==> config.mk <==
export PLATFORM = sky130hd
export DESIGN_NAME = i2c_byte_shifter
export DESIGN_NICKNAME = d
export VERILOG_FILES = /design/src/rtl/i2c_shift_pkg.sv /design/src/rtl/i2c_rst_sync.sv /design/src/rtl/i2c_bit_phase.sv /design/src/rtl/i2c_data_shreg.sv /design/src/rtl/i2c_sda_drive.sv /design/src/rtl/i2c_byte_shifter.sv
export SDC_FILE = /design/constraint.sdc
export NUM_CORES = 1
export LEC_CHECK = 0
export BUFFER_PORTS_ARGS = -buffer_cell sky130_fd_sc_hd__buf_2
export CORE_MARGIN = 4
export CORE_UTILIZATION = 52
export DETAILED_ROUTE_END_ITERATION = 8
export PLACE_DENSITY = 0.82
export SLEW_MARGIN = 20
export SYNTH_ARGS = -nofsm -noshare
export SYNTH_HDL_FRONTEND = slang
export SYNTH_SLANG_ARGS = --single-unit
==> constraint.sdc <==
create_clock -name clk -period 1.8 [get_ports clk]
set_input_delay 0.45 -clock clk [delete_from_list [all_inputs] [get_ports clk]]
set_output_delay 0.45 -clock clk [all_outputs]
set_load 0.02 [all_outputs]
==> src/rtl/i2c_shift_pkg.sv <==
package i2c_shift_pkg;
  parameter int unsigned BYTE_W = 8;
  typedef logic [BYTE_W-1:0] byte_t;
endpackage

==> src/rtl/i2c_rst_sync.sv <==
module i2c_rst_sync (
  input  logic clk,
  input  logic rst_n,
  output logic rst_n_sync
);
  logic [1:0] stage_q;

  always_ff @(posedge clk or negedge rst_n) begin
    if (!rst_n) stage_q <= 2'b00;
    else        stage_q <= {stage_q[0], 1'b1};
  end

  assign rst_n_sync = stage_q[1];
endmodule

==> src/rtl/i2c_bit_phase.sv <==
module i2c_bit_phase #(
  parameter int unsigned W = i2c_shift_pkg::BYTE_W,
  localparam int unsigned CW = $clog2(W + 2)
) (
  input  logic          clk,
  input  logic          rst_n,
  input  logic          irq_flag,
  input  logic          scl_rise,
  output logic [CW-1:0] cnt,
  output logic          in_data,
  output logic          in_ack,
  output logic          byte_done
);
  localparam logic [CW-1:0] LAST_DATA = CW'(W - 1);
  localparam logic [CW-1:0] ACK_SLOT  = CW'(W);
  localparam logic [CW-1:0] DONE_SLOT = CW'(W + 1);

  logic [CW-1:0] cnt_d;
  logic          done_d;

  always_comb begin
    cnt_d  = cnt;
    done_d = 1'b0;
    if (irq_flag) begin
      cnt_d = '0;
    end else if (scl_rise && (cnt <= ACK_SLOT)) begin
      cnt_d  = cnt + 1'b1;
      done_d = (cnt == LAST_DATA);
    end
  end

  always_ff @(posedge clk or negedge rst_n) begin
    if (!rst_n) begin
      cnt       <= '0;
      byte_done <= 1'b0;
    end else begin
      cnt       <= cnt_d;
      byte_done <= done_d;
    end
  end

  assign in_data = (cnt < ACK_SLOT);
  assign in_ack  = (cnt == ACK_SLOT);


  cnt_range_chk: assert property (@(posedge clk) disable iff (!rst_n)
    cnt <= DONE_SLOT);


  cnt_idle_chk: assert property (@(posedge clk) disable iff (!rst_n)
    irq_flag |=> (cnt == '0));


  done_after_rise_chk: assert property (@(posedge clk) disable iff (!rst_n)
    byte_done |-> $past(scl_rise));
endmodule

==> src/rtl/i2c_data_shreg.sv <==
module i2c_data_shreg #(
  parameter int unsigned W = i2c_shift_pkg::BYTE_W
) (
  input  logic         clk,
  input  logic         rst_n,
  input  logic         irq_flag,
  input  logic         wr_en,
  input  logic [W-1:0] wdata,
  input  logic         scl_rise,
  input  logic         in_data,
  input  logic         sda_in,
  output logic [W-1:0] q
);
  logic [W-1:0] q_d;

  always_comb begin
    q_d = q;
    if (irq_flag) begin
      if (wr_en) q_d = wdata;
    end else if (scl_rise && in_data) begin
      q_d = {q[W-2:0], sda_in};
    end
  end

  always_ff @(posedge clk or negedge rst_n) begin
    if (!rst_n) q <= '1;
    else        q <= q_d;
  end


  idle_hold_chk: assert property (@(posedge clk) disable iff (!rst_n)
    (irq_flag && !wr_en) |=> $stable(q));


  busy_nowrite_chk: assert property (@(posedge clk) disable iff (!rst_n)
    (!irq_flag && !scl_rise) |=> $stable(q));
endmodule

==> src/rtl/i2c_sda_drive.sv <==
module i2c_sda_drive (
  input  logic clk,
  input  logic rst_n,
  input  logic irq_flag,
  input  logic tx_mode,
  input  logic ack_enable,
  input  logic scl_rise,
  input  logic scl_fall,
  input  logic in_data,
  input  logic in_ack,
  input  logic msb,
  input  logic sda_in,
  output logic sda_drive_low,
  output logic ack_seen
);
  logic flag_q;
  logic start_evt;
  logic drive_d;
  logic ack_d;

  assign start_evt = flag_q && !irq_flag;

  always_comb begin
    drive_d = sda_drive_low;
    if (irq_flag) begin
      drive_d = 1'b0;
    end else if (start_evt) begin
      drive_d = tx_mode && !msb;
    end else if (scl_fall) begin
      if (in_data)     drive_d = tx_mode && !msb;
      else if (in_ack) drive_d = !tx_mode && ack_enable;
      else             drive_d = 1'b0;
    end
  end

  always_comb begin
    ack_d = ack_seen;
    if (!irq_flag && scl_rise && in_ack) ack_d = !sda_in;
  end

  always_ff @(posedge clk or negedge rst_n) begin
    if (!rst_n) begin
      flag_q        <= 1'b1;
      sda_drive_low <= 1'b0;
      ack_seen      <= 1'b0;
    end else begin
      flag_q        <= irq_flag;
      sda_drive_low <= drive_d;
      ack_seen      <= ack_d;
    end
  end


  idle_release_chk: assert property (@(posedge clk) disable iff (!rst_n)
    irq_flag |=> !sda_drive_low);


  drive_timing_chk: assert property (@(posedge clk) disable iff (!rst_n)
    !$stable(sda_drive_low) |-> $past(scl_fall || start_evt || irq_flag));


  ack_hold_chk: assert property (@(posedge clk) disable iff (!rst_n)
    !(scl_rise && in_ack) |=> $stable(ack_seen));
endmodule

==> src/rtl/i2c_byte_shifter.sv <==
module i2c_byte_shifter (
  input  logic       clk,
  input  logic       rst_n,
  input  logic       irq_flag,
  input  logic       tx_mode,
  input  logic       ack_enable,
  input  logic       scl_rise,
  input  logic       scl_fall,
  input  logic       sda_in,
  output logic       sda_drive_low,
  input  logic       cpu_wr,
  input  logic [7:0] cpu_wdata,
  output logic [7:0] cpu_rdata,
  output logic       byte_done,
  output logic       ack_seen
);
  import i2c_shift_pkg::*;
  localparam int unsigned CW = $clog2(BYTE_W + 2);

  logic          rst_q;
  logic [CW-1:0] cnt;
  logic          in_data;
  logic          in_ack;
  byte_t         q;

  i2c_rst_sync u_rst (
    .clk        (clk),
    .rst_n      (rst_n),
    .rst_n_sync (rst_q)
  );

  i2c_bit_phase #(.W(BYTE_W)) u_phase (
    .clk       (clk),
    .rst_n     (rst_q),
    .irq_flag  (irq_flag),
    .scl_rise  (scl_rise),
    .cnt       (cnt),
    .in_data   (in_data),
    .in_ack    (in_ack),
    .byte_done (byte_done)
  );

  i2c_data_shreg #(.W(BYTE_W)) u_shreg (
    .clk      (clk),
    .rst_n    (rst_q),
    .irq_flag (irq_flag),
    .wr_en    (cpu_wr),
    .wdata    (cpu_wdata),
    .scl_rise (scl_rise),
    .in_data  (in_data),
    .sda_in   (sda_in),
    .q        (q)
  );

  i2c_sda_drive u_drive (
    .clk           (clk),
    .rst_n         (rst_q),
    .irq_flag      (irq_flag),
    .tx_mode       (tx_mode),
    .ack_enable    (ack_enable),
    .scl_rise      (scl_rise),
    .scl_fall      (scl_fall),
    .in_data       (in_data),
    .in_ack        (in_ack),
    .msb           (q[BYTE_W-1]),
    .sda_in        (sda_in),
    .sda_drive_low (sda_drive_low),
    .ack_seen      (ack_seen)
  );

  assign cpu_rdata = q;


  done_single_chk: assert property (@(posedge clk) disable iff (!rst_q)
    byte_done |=> !byte_done);
endmodule

## Word-level counts from Yosys, hierarchy flattened

Index checks and enable logic that the tools add are counted.

| word-level totals | value |
|---|---|
| register bits | 18 |

| cells by class | value |
|---|---|
| add/sub/neg operators | 1 |
| order comparisons | 2 |
| equality and inequality tests | 3 |
| multiplexer cells | 12 |
| reduce and logical (&&, ||, !) cells | 15 |

Operators with widths:

| operator | number |
|---|---|
| $mux 8 | 3 |
| $mux 4 | 2 |
| $logic_and 1x1->1 | 7 |
| $mux 1 | 7 |
| $add 4x1->4 const B | 1 |
| $eq 4x3->1 const B | 1 |
| $eq 4x4->1 const B | 1 |
| $le 4x4->1 const B | 1 |
| $logic_not 1->1 | 4 |
| $lt 4x4->1 const B | 1 |
| $reduce_bool 2->1 | 2 |
| $reduce_bool 3->1 | 1 |
| $ne 2x1->1 const B | 1 |
| $reduce_and 2->1 | 1 |

## Depth between registers and ports, before layout

| depth | value |
|---|---|
| depth after elaboration | 7 |
| gate-level depth with buffers | 5 |
| depth with buffers taken out | 5 |

## By module

A second synthesis with hierarchy kept.

| second synthesis, totals | value |
|---|---|
| cells, all modules | 89 |
| area, all modules | 1027.2 um^2 |

By module, submodules not included:

| module | instances | cells each | area an instance (um^2) | sequential area each (um^2) |
|---|---|---|---|---|
| i2c_data_shreg | 1 | 45 | 545.5 | 210.2 |
| i2c_bit_phase | 1 | 27 | 289.0 | 125.1 |
| i2c_sda_drive | 1 | 14 | 138.9 | 76.3 |
| i2c_rst_sync | 1 | 3 | 53.8 | 50.0 |

## Least setup slack after synthesis

No wires, ideal clock.

| timing | value |
|---|---|
| path kind | reg-to-reg |
| start point | register u_phase.cnt[0] |
| end point | register u_phase.cnt[0] |
| setup time | 0.125 ns |
| arrival | 1.228 ns |
| required time | 1.675 ns |
| slack | 0.447 ns |
| cell stages (with the launch flop) | 6 |
| buffers on the path | 0 |
| period minus slack after synthesis | 1.353 ns |
| cells stage by stage | dfrtp_1 inv_1 ha_1 nand2b_1 a21boi_1 mux2_2 |

| between the ends | value |
|---|---|
| cells in the longest elaborated chain, start to end | 3 |
| elaborated cells on any way between the ends | 6 |
| classes of those cells | 1 x add/sub; 1 x order compare; 2 x mux; 2 x reduce/logical |

RTL lines:

| item | RTL line | RTL |
|---|---|---|
| from (decl) | i2c_bit_phase.sv:9 | `output logic [CW-1:0] cnt,` |
| from (signal assigned) | i2c_bit_phase.sv:37 | `cnt <= cnt_d;` |
| $add 4x1->4 / $le 4x4->1 (equally long branches) | i2c_bit_phase.sv:27, i2c_bit_phase.sv:26 |  |
| $mux 4 / $logic_and 1x1->1 (equally long branches) | i2c_bit_phase.sv:26 | `end else if (scl_rise && (cnt <= ACK_SLOT)) begin` |
| $mux 4 / $reduce_bool 2->1 (equally long branches) | n/a |  |

Parallel ways exist; a longest one is shown, timed or not. The select of a mux whose other input is x is not followed.
A chain may end at the register's enable or synchronous reset.

## Worst setup path in the final report

| timing | value |
|---|---|
| start point | register u_shreg.q[0] |
| end point | output cpu_rdata[0] |

RTL lines:

| item | RTL line | RTL |
|---|---|---|
| from (decl) | i2c_data_shreg.sv:12 | `output logic [W-1:0] q` |
| from (signal assigned) | i2c_data_shreg.sv:27 | `else q <= q_d;` |
| to (decl) | i2c_byte_shifter.sv:13 | `output logic [7:0] cpu_rdata,` |

No word-level cell between the ends.

==> flow_summary.toml <==
[outcome]
status = "finished, final reports clean"

[floorplanning]
fp.dieH_um = 49.6
rows = 14
start_util_pct = 57.0
ios = 28
die_area_sq_um = 2460
core_sq_um = 1580
dieWidth_um = 49.6

[route]
drtAntennaViolNets = 0
wire_per_inst_um = 12.8
firstDrtPassIters = 4
drc = 0
vias_per_cell = 5.42
drt_wl_total_um = 1500
drtIter0Drc = 7
num_vias = 634

[power_and_ir_drop]
power_leakage_nw = 0.515
peakVddDrop_mv = 0.653
power.switching_fraction_pct = 28.4
clock_power_share_pct = 23.8
power_frac_seq_pct = 51.6
p_comb_share_pct = 24.6
internal_power_mw = 0.739
power_density_nw_per_um2 = 946
power_switching_mw = 0.292

[grt]
overflow = 0
antenna_found_initial = 0
grt_max_degree = 18
grt_pass1_vias = 592
top_usage_layer = "met2"
grt_pass1_wl_um = 2480
grtUsageMet1_pct = 14.5
gr-usage-met2_pct = 21.6
track_usage_pct = 13.2
met3_usage_pct = 6.33

[setup_path]
cp_num_buf_inv = 1
rr_endpoint = "u_phase.cnt[0]"
crit_type = "reg2out"
required_ns = 1.35
critical_path.top_delay_family = "flip-flops"
worstPathCellList = "buf_2"
slowest_stage = "dfstp_2"
arrival_ns = 1.01
critPathMaxStageDelay_ns = 0.56
endpoint_kind = "output pin"
r2r_cells = 5
r2r-start = "u_phase.cnt[0]"
r2r_slack_ns = 0.35
cp_max_fo = 3
start_kind = "flop"

[finish]
layout_common_cells = "buf_2 (27), mux2_2 (17), dfrtp_1 (9), dfstp_2 (9), nor2_1 (7)"
areaGrowthSynthToFinish_pct = 21.3
final_area_sq_um = 1090
nNetsFinal = 121
final_common_cell = "buf_2"
drive_gt1_share_pct = 59.4
n_antenna_cell = 0

[synth]
synth.top_cells.by_area = "dfstp_2 (26%), dfrtp_1 (25%), mux2_2 (21%)"
ys_ff_latch = 18
synth_cell_types = 24
yosysWarnings = 0
syn-num-nets = 90
yosysTopAreaCellShare_pct = 26.3
synth_top_cell_by_area = "dfstp_2"
synthCells = 71
syn_area_sq_um = 898
seq_area_frac_synth_pct = 51.4
avgSynthCellArea_sq_um = 12.7

[clocking]
h-tree-depth = 1
ctsLongestPathBuffers = 2
cts_tree = "done"
insertion_delay_ns = 0.29
post_cts_buffers = 0
cts_buffers = 3
cts_resized = 0
cts_root_buffer = "clkbuf_4"
cts_sinks = 18
postCtsHoldBufs = 1
clk_pin_slew_ns = 0.10

[timing]
max_freq_ghz = 0.685
fin_crit_ns = 1.46
setup_tns_ns = 0
setup_viol = 0
hold_viol_final = 0
rsz0062_at_grt = "false"
slew_violations = 0
relSlewSlack_pct = 58.6
period_share_pct = 81.1
tightestPinTransition_ns = 0.621
final.setup_skew_ns = 0.00486

[min_path]
hold_class = "reg2async"

[place]
gp_congestion = 0.770
placed_cell_area_sq_um = 1040
dp_hpwl_um = 1130
numPortBuffers = 27

[run]
maxCapViolCount = 0
-- layout make-up --
type | count | area (sq um)
Clock buffer | 4 | 36.3
Fill cell | 119 | 487
Inverter | 3 | 11.3
Multi-Input combinational cell | 47 | 408
Sequential cell | 18 | 462
Tap cell | 16 | 20.0
Timing Repair Buffer | 29 | 153
-- power groups by stage --
stage / Sequential [mW] / Combinational [mW] / Clock [mW]
2_1_floorplan: 0.588 / 0.130 / 0
3_5_place_dp: 0.540 / 0.255 / 0
4_1_cts: 0.534 / 0.257 / 0.258
3_3_place_gp: 0.538 / 0.252 / 0
6_report: 0.532 / 0.254 / 0.246
5_1_grt: 0.544 / 0.276 / 0.276
-- worst max path at each step --
| stage | from | end | slack, ns | depth (start not counted) |
|---|---|---|---|---|
| after floorplan | u_phase.cnt[0] | u_phase.cnt[0] | 0.45 | 5 |
| after global placement | irq_flag | u_shreg.q[1] | 0.21 | 4 |
| after detailed placement | irq_flag | u_shreg.q[5] | 0.19 | 4 |
| after CTS | u_shreg.q[0] | cpu_rdata[0] | 0.32 | 1 |
| after global routing | u_phase.cnt[0] | u_phase.cnt[0] | 0.26 | 5 |
| final | u_shreg.q[0] | cpu_rdata[0] | 0.34 | 1 |
-- cell usage after synthesis (all sizes together) --
cell	n
o211ai	1
o21ai	1
dfrtp	9
mux2	17
conb	1
and2b	1
nand3b	1
mux2i	1
buf	3
inv	3
a21boi	1
nand2	1
o31ai	2
dfstp	9
o32a	1
a31oi	1
a41oi	1
a22oi	1
ha	2
nor2	7
nand4b	1
nand2b	6
-- cell families after synthesis --
group,share of synthesized area [%]
multiplexers,22.4
flip-flops,51.4
AND/OR/NAND/NOR,10.2
AO/OA/AOI/OAI,9.61
buffers and inverters,3.20
adder cells (fa/ha/maj),2.79
other,0.417
-- layer usage --
metal,wire length (um),share of wire (%),vias up
met5,0,0,-
met4,10,0.67,0
met3,135,9.0,2
met2,696,46,24
met1,654,44,300
li1,-,-,308
-- through the flow --
step                      util (%)  instances  setup slack, ns  total power, mW  hold slack [ns]
after floorplan                  -         71            0.447            0.718            0.154
after global placement        66.2        112            0.207            0.790            0.236
after detailed placement      66.2        112            0.192            0.795            0.238
after CTS                     69.1        117            0.321             1.05            0.292
after global routing          69.1        117            0.264             1.10            0.324
final                         69.1        117            0.340             1.03            0.255
-- registers in the layout, summed over array words and instances, names as in the netlist --
register and count:
u_shreg.q 8, u_phase.cnt 4, u_rst.stage_q 2, u_drive.ack_seen 1, u_drive.flag_q 1, u_drive.sda_drive_low 1
u_phase.byte_done 1
Power figures use the tool's default switching activity.
